$ cat config.mk
export PLATFORM = sky130hd
export DESIGN_NAME = ext_count_sync
export DESIGN_NICKNAME = d
export VERILOG_FILES = /design/src/rtl/ext_count_sync.sv
export SDC_FILE = /design/constraint.sdc
export NUM_CORES = 1
export LEC_CHECK = 0
export BUFFER_PORTS_ARGS = -buffer_cell sky130_fd_sc_hd__clkbuf_2
export CAP_MARGIN = 15
export CELL_PAD_IN_SITES_DETAIL_PLACEMENT = 0
export CELL_PAD_IN_SITES_GLOBAL_PLACEMENT = 1
export CORE_AREA = 2 2 39 41
export DETAILED_ROUTE_END_ITERATION = 7
export DIE_AREA = 0 0 41 43
export PLACE_DENSITY = 0.46
export SYNTH_ARGS = -nofsm -noshare
export SYNTH_HDL_FRONTEND = slang
export SYNTH_SLANG_ARGS = --single-unit
$ cat constraint.sdc
create_clock -name clk -period 1.05 [get_ports clk]
set_clock_uncertainty 0.05 [all_clocks]
set_input_delay 0.21 -clock clk [delete_from_list [all_inputs] [get_ports clk]]
set_output_delay 0.21 -clock clk [all_outputs]
set_load 0.02 [all_outputs]
$ cat src/rtl/ext_count_sync.sv
module ext_count_sync #(
  parameter int CONFIRM = 3
) (
  input  logic       clk,
  input  logic       rst_n,
  input  logic [3:0] phase,
  input  logic       ext_in,
  input  logic       src_ext,
  input  logic       async_sel,
  output logic       cnt_en
);

  localparam logic [CONFIRM-1:0] EDGE_PAT = {1'b0, {(CONFIRM-1){1'b1}}};

  logic [CONFIRM-1:0] hist;
  logic [CONFIRM-1:0] hist_nx;
  logic               pending;
  logic               ext_d;
  logic               sample_en;
  logic               sync_ext;
  logic               async_pulse;

  assign sample_en   = phase[1] | phase[3];
  assign sync_ext    = src_ext & ~async_sel;
  assign hist_nx     = {hist[CONFIRM-2:0], ext_in};
  assign async_pulse = ext_in & ~ext_d;

  always_ff @(posedge clk) begin
    if (!rst_n) begin
      hist    <= '0;
      pending <= 1'b0;
      ext_d   <= 1'b0;
    end else begin
      ext_d <= ext_in;
      if (sample_en)
        hist <= hist_nx;
      if (phase[0])
        pending <= 1'b0;
      else if (sample_en && sync_ext && hist_nx == EDGE_PAT)
        pending <= 1'b1;
    end
  end

  always_comb begin
    if (!src_ext)
      cnt_en = phase[0];
    else if (async_sel)
      cnt_en = async_pulse;
    else
      cnt_en = pending & phase[0];
  end

endmodule


==> results of run 1 <==
[critical path, stage by stage, from the launching register on]
cell and delay (ps):
dfxtp_2 320, a21boi_2 120, o32ai_2 80, buf_4 160
[worst max path at each step]
stage | slack, ps | start | end
2_1_floorplan | 70 | ext_d | cnt_en
3_3_place_gp | -20 | async_sel | cnt_en
3_5_place_dp | -60 | async_sel | cnt_en
4_1_cts | -170 | pending | cnt_en
5_1_grt | -180 | ext_d | cnt_en
6_report | -120 | pending | cnt_en
[repair_timing]
item / in CTS / in global routing
gates resized for setup: 4 / 1
setup endpoints to repair: 1 / 1
pin swaps: 2 / 2
hold buffers: 0 / 0
[sequential cells by signal, summed over array words and instances (netlist names)]
register	flops
pending	1
ext_d	1
hist	2
[final cells by class]
cell class / count / area (um2) / share of cell area [%]
Tap cell: 16 / 20.0 / 7.17
Inverter: 2 / 7.51 / 2.69
Clock buffer: 3 / 22.5 / 8.07
Sequential cell: 4 / 81.3 / 29.1
Timing Repair Buffer: 9 / 50.0 / 17.9
Multi-Input combinational cell: 14 / 97.6 / 35.0
[layer usage]
metal	track usage (%)	vias up	share of wire [%]
li1	-	95	-
met1	7.72	76	47
met2	7.81	12	34
met3	9.42	0	18
met4	2.00	0	0
met5	0	-	0
[per-stage QoR]
stage	TNS, ps	worst slack (ps)	utilization [%]	area, um2
after floorplan	0	73.6	-	181
after global routing	-179	-179	20.2	279
after global placement	-21.5	-21.5	18.0	249
final	-119	-119	20.2	279
after detailed placement	-58.7	-58.7	18.0	249
after CTS	-166	-166	20.2	279
[report_power, final]
group	internal (mW)	leakage [nW]	total, mW	switching (mW)
Clock	0.128	0.0138	0.187	0.0598
Combinational	0.0269	0.0887	0.0509	0.0240
Sequential	0.159	0.0334	0.162	0.00319
Total	0.314	0.136	0.401	0.0870
[cells in the final DEF, fill, tap and decap left out]
cell | Yosys | routed
a21boi_0 | 3 | 2
o21ai_0 | 2 | 2
dfxtp_2 | 0 | 1
nand2_1 | 3 | 3
inv_1 | 2 | 2
clkbuf_4 | 0 | 3
o32ai_2 | 0 | 1
buf_4 | 0 | 2
a21boi_2 | 0 | 1
clkbuf_2 | 0 | 7
dfxtp_1 | 4 | 3
nand2b_1 | 1 | 1
and2_2 | 1 | 1
nor4_1 | 1 | 1
o211a_1 | 1 | 1
nor2_1 | 1 | 1
[cell families after synthesis]
| family | share of synthesized area [%] |
|---|---|
| AND/OR/NAND/NOR | 20.1 |
| AO/OA/AOI/OAI | 29.5 |
| buffers and inverters | 4.32 |
| flip-flops | 46.0 |
==> results by stage, run 1 <==
Place:
- Buffers placed on the I/O ports in this run total 8.
- The sum of net half-perimeters after detailed placement is between 300 and 400 um.
- Counting tap cells, the placed design contains a total of 45 instances.
- The final weighted congestion of routability-driven global placement is ~0.64.

Global route:
- The via count of the first global-routing pass was around 190.
- Entering global routing, the biggest net connects 5 pins.
- Across every metal layer, demand over resource in global routing totals 7.03%.
- The first global-routing pass estimated roughly 750 um of wire.
- The total overflow left after global routing is 0.
- The number of antenna violations at the first check in global routing is 0.

Min path:
- The tightest min-delay check is of the in -> reg type.
- The worst hold path was traced through 2 stages.
- In this run the most critical hold path is launched from rst_n.
- The capture endpoint of the worst hold path is pending.

Yosys:
- The number of synthesized flops with an enable pin is 0.
- Of all cell types, the one taking the most synthesized area is dfxtp_1.
- The number of cells produced by synthesis is 20.
- Ranked by instance count, the synthesized netlist is headed by dfxtp_1 (4), a21boi_0 (3), nand2_1 (3).
- Yosys printed 0 warnings.
- The fraction of registers with async set/reset is 0%.
- Summed over its instances, the top area cell type makes up between 40% and 50% of the synthesized netlist area.
- Among all flip-flop cells after synthesis, the most frequent one is dfxtp_1.
- The most common cell in the netlist is dfxtp_1.
- Ranked by total cell area, the synthesized netlist is headed by dfxtp_1 (46%), a21boi_0 (13%), nand2_1 (6.5%).
- The cell area after synthesis is roughly 170 um2.
- The number of distinct library cells after synthesis is 11.
- The number of synthesized register bits is 4.
- The total nets after synthesis is 29.
- The part of the Yosys area used for sequential elements is 46.0%.
- The synthesized area per cell is 8.70 um2.

Routing:
- The via count is 183.
- For this block, the routed nets add up to between 300 and 400 um of wire.
- After detailed routing, the average wire length per cell comes to 8.31 um.
- The first detailed-routing pass ran for 2 iterations.
- The initial DRC count is 1.
- The DRC violations left is 0.
- The count of nets left with antenna violations once routing finished came out at 0.
- After detailed routing, the number of vias per cell comes to around 3.8.

Clock tree:
- TritonCTS created 3 clock buffers.
- The clock transition at the registers of the reported paths is ~40 ps.
- Clock tree synthesis selected as its root buffer the cell clkbuf_4.
- Counting along the longest clock path gives a buffer depth of 2.
- The clock tree from TritonCTS is yes.
- Buffers added to address setup during post-CTS repair amount to 0.
- At the later pin of the worst-skew pair, clock insertion delay measures between 200 and 250 ps.
- Clock tree synthesis found a total of 4 sinks.
- CTS built an H-tree with a depth of 1.

STA:
- The minimum clock period is 1170 ps.
- Headroom to the max-slew limit came out at a little over four fifths.
- The highest attainable clock frequency is about 0.86 GHz.
- Across all hold checks on the routed design, the worst slack comes to between 150 and 200 ps.
- The max-slew violation total from the final report was 0.
- Setup violations remaining at the end of the flow were counted as 1.
- The final critical-path setup slack is -119 ps.
- The share of the clock period used by the worst path is 111%.
- At the pin with the least slew margin, the transition time is 235 ps.
- Setup repair after global routing could not meet its margin everywhere.
- The total count of hold-check failures in the final report is 0.

Power:
- The total power after layout is roughly 0.4 mW.
- The worst ir drop on vdd is 687 uV.
- Summed over all cells, the static leakage comes to around 0.14 nW.
- The power density over the cells is approximately 1400 nW/um2.

Floorplan:
- The floorplan step set the die width to about 41 um.
- After floorplanning, the core was sized to cover about 1400 um2.
- The standard-cell row count is 14.
- The die footprint is between 1500 and 2000 um2.
- The top-level port count is 10.
- Measured along the y axis, the die boundary spans around 43 um.
- For this configuration, the core starts out at a cell density of 12.6%.

Setup path:
- Along the worst path, the maximum fanout reaches 2.
- The critical register-to-register path endpoint is pending.
- The critical path class is reg -> out.
- Data on the critical path is required at its endpoint by between 700 and 800 ps.
- The endpoint class of the critical path is an output pin.
- The worst setup path is launched from a flip-flop.
- The startpoint of the lowest-slack register-to-register path is hist[1].
- The length in cells of the worst reg-to-reg path is 3.
- At the worst endpoint, the arrival time is between 900 and 1000 ps.
- Setup slack on the worst reg-to-reg path comes out at about 180 ps.

Cells and area:
- The final layout net count is 43.
- The number of antenna diodes in the final layout is 0.
- The fraction of final layout cells sized beyond drive strength 1 is ~50%.
- Leaving out filler cells and counting taps, the final layout contains 48.
- Fill cells in the final layout number 160.
- The area growth from synthesis to layout is 60.4%.

Run status:
- The run finished, with violations left.
- The final reports fail on negative setup slack.

Job:
- The number of maximum-capacitance constraint violations is 0.
No activity file was read; power rests on OpenSTA's default activity.
==> run 2: changes to the inputs <==
--- a/config.mk
+++ b/config.mk
@@ -7,12 +7,12 @@
 export LEC_CHECK = 0
 export BUFFER_PORTS_ARGS = -buffer_cell sky130_fd_sc_hd__clkbuf_2
 export CAP_MARGIN = 15
-export CELL_PAD_IN_SITES_DETAIL_PLACEMENT = 0
-export CELL_PAD_IN_SITES_GLOBAL_PLACEMENT = 1
+export CELL_PAD_IN_SITES_DETAIL_PLACEMENT = 1
+export CELL_PAD_IN_SITES_GLOBAL_PLACEMENT = 2
 export CORE_AREA = 2 2 39 41
 export DETAILED_ROUTE_END_ITERATION = 7
 export DIE_AREA = 0 0 41 43
-export PLACE_DENSITY = 0.46
+export PLACE_DENSITY = 0.54
 export SYNTH_ARGS = -nofsm -noshare
 export SYNTH_HDL_FRONTEND = slang
 export SYNTH_SLANG_ARGS = --single-unit
==> results by stage, run 2 (synthesized netlist as in run 1, its figures left out) <==
Run status:
- The flow ran to the end, but the final reports show violations.
- The checks that failed: negative setup slack.

Cells and area:
- The final design area excluding fillers is 287 um2.
- The top cell types in the final layout, fill and taps aside, are clkbuf_2 (7), nand2_1 (3), clkbuf_4 (3), dfxtp_1 (3), buf_4 (3).
- The number of diodes added for antenna fixing is 0.
- The area growth from synthesis to layout is 64.7%.
- The library cell used most frequently in the layout, excluding fill and tap cells, is clkbuf_2.
- The register with the most flip-flops in the layout has 2 of them.
- The layout filler cell count is 169.
- In the final layout, the registers with the most flip-flops are hist x2, ext_d x1, pending x1.
- The fraction of the core area covered by cells at the end of the flow is between 20% and 30%.
- The final layout net count is 44.
- The register with the most flip-flops is hist.
- The fraction of final layout cells sized beyond drive strength 1 is between 50 and 60%.
- The finished layout holds 49 standard cells, fillers aside.

Floorplan:
- The standard-cell row count is 14.
- The top-level port count is 10.
- For this configuration, the core starts out at a cell density of about an eighth.
- Measured along the y axis, the die boundary spans between 40 and 50 um.
- The floorplan step defined a core boundary enclosing about 1400 um2.
- The die footprint is 1760 um2.
- The overall die width is around 41 um.

STA:
- Dividing the final minimum period by the clock period gives 113%.
- Setup repair after global routing could not meet its margin everywhere.
- Based on the critical path, the design can be clocked at up to 0.843 GHz.
- The actual slew at the worst max-slew pin is approximately 220 ps.
- On the final layout, the worst hold slack is roughly 190 ps.
- After layout, the minimum clock period comes to roughly 1200 ps.
- The max-slew violation total from the final report is 0.
- The relative max-transition margin is a little over four fifths.
- Across all setup checks in the final design, the least slack found is -136 ps.
- The total count of hold-check failures in the final report came to 0.
- The final count of negative-setup-slack endpoints is 1.

Global route:
- The pin count of the biggest net entering global routing is 5.
- The via count of the first global-routing pass was 212.
- Across every metal layer, demand over resource in global routing totals ~7.8%.
- The overall overflow remaining after global route is 0.
- The number of antenna violations at the first check in global routing is 0.
- The first global-routing pass estimated around 870 um of wire.

Clock tree:
- The root buffer cell is clkbuf_4.
- The tree built by TritonCTS fans out to 4 sinks.
- The number of H-tree levels is 1.
- The clock latency on the worst-skew pair is 240 ps.
- The maximum root-to-sink buffer count is 2.
- TritonCTS built the clock tree.
- Hold repair after CTS inserted 0 buffers.
- Clock tree synthesis inserted a total of 3 buffers.
- The clock transition at the registers of the reported paths is around 40 ps.

Routing:
- The final route contains around 190 vias.
- The DRC violations left is 0.
- In this run, the number of DRC markers left after iteration 0 of detailed routing was 1.
- The average vias per placed instance is between 3 and 4.
- Wires add up to slightly above 500 um.
- The average routed wire per standard cell is around 10 um.
- The first detailed-routing pass ran for 2 iterations.
- The count of antenna-violating nets left after detailed routing is 0.

Setup path:
- The arrival time of the worst setup path is ~930 ps.
- Following the worst setup path forward leads to its endpoint at cnt_en.
- The kind of start point of the critical path is a flip-flop.
- The critical path is of the reg -> out type.
- The required time at the worst-slack endpoint is approximately 790 ps.
- STA classifies the critical path endpoint as an output pin.
- The endpoint identified for the worst register-to-register timing path is pending.
- The reg-to-reg setup timing slack is around 180 ps.
- The startpoint of the most critical setup path is pending.
- The worst register-to-register path has a depth of 3.
- The startpoint of the lowest-slack register-to-register path is hist[1].
- In this run the worst path has a maximum fanout of 2.

Power:
- The leakage power total is around 0.14 nW.
- The total power after layout is roughly 0.42 mW.
- Power spread over the standard cell area amounts to around 1500 nW/um2.
- The worst ir drop on vdd is 424 uV.

Place:
- The placed instances occupy a cell area of around 260 um2.
- The quantity of I/O buffers inserted on ports is 8.
- The final weighted congestion of routability-driven global placement is 0.645.
- Once placement completed, the tool counted placed cells totaling 46.

Min path:
- The worst hold path belongs to the class in -> reg.

Job:
- The tool flagged a number of max-cap violations equal to 0.
==> run 2: cell count changes in the layout (fill, tap and decap cells not counted) <==
cell	previous run	this run
buf_4	2	3
==> run 2: where the power goes <==
part           leakage (nW)  internal [mW]  switching [mW]
Clock                0.0138          0.128          0.0702
Combinational        0.0935         0.0293          0.0259
Sequential           0.0334          0.159         0.00362
Total                 0.141          0.317          0.0997
==> run 2: worst min-delay path by stage <==
stage                   from       to  cells after the start
finish              phase[0]  pending                      3
global route        phase[0]  pending                      3
CTS                 phase[0]  pending                      3
detailed placement   hist[1]  hist[1]                      2
global placement     hist[1]  hist[1]                      2
floorplan             ext_in    ext_d                      1
==> run 2: metrics by stage <==
step | setup WS (ps) | setup TNS (ps)
6_report | -136 | -136
5_1_grt | -185 | -185
4_1_cts | -168 | -168
3_5_place_dp | -79.1 | -79.1
3_3_place_gp | -30.0 | -30.0
2_1_floorplan | 73.6 | 0
==> run 2: area by class of cell <==
type                            instances  area, um2  area share, %
Multi-Input combinational cell         14       97.6           34.1
Sequential cell                         4       81.3           28.4
Timing Repair Buffer                   10       57.6           20.1
Clock buffer                            3       22.5           7.86
Tap cell                               16       20.0           6.99
Inverter                                2       7.51           2.62
==> run 2: metal layers <==
layer / up-vias / wire length (um) / track usage [%]
li1: 98 / - / -
met1: 86 / 215 / 9.32
met2: 9 / 238 / 10.6
met3: 0 / 54 / 3.14
met4: 0 / 0 / 6.00
met5: - / 0 / 0
==> run 2: repair_timing <==
| item | in CTS | in global routing |
|---|---|---|
| gates resized for setup | 4 | 1 |
| pin swaps | 1 | 0 |
| hold endpoints to repair | 0 | 0 |
| gates cloned | 0 | 0 |
| setup endpoints to repair | 1 | 1 |
| setup buffers | 0 | 0 |
==> run 2: worst max-delay path: stages (launching register included) <==
cell	delay [ps]
dfxtp_2	320
a21boi_2	130
o32ai_2	90
buf_4	160
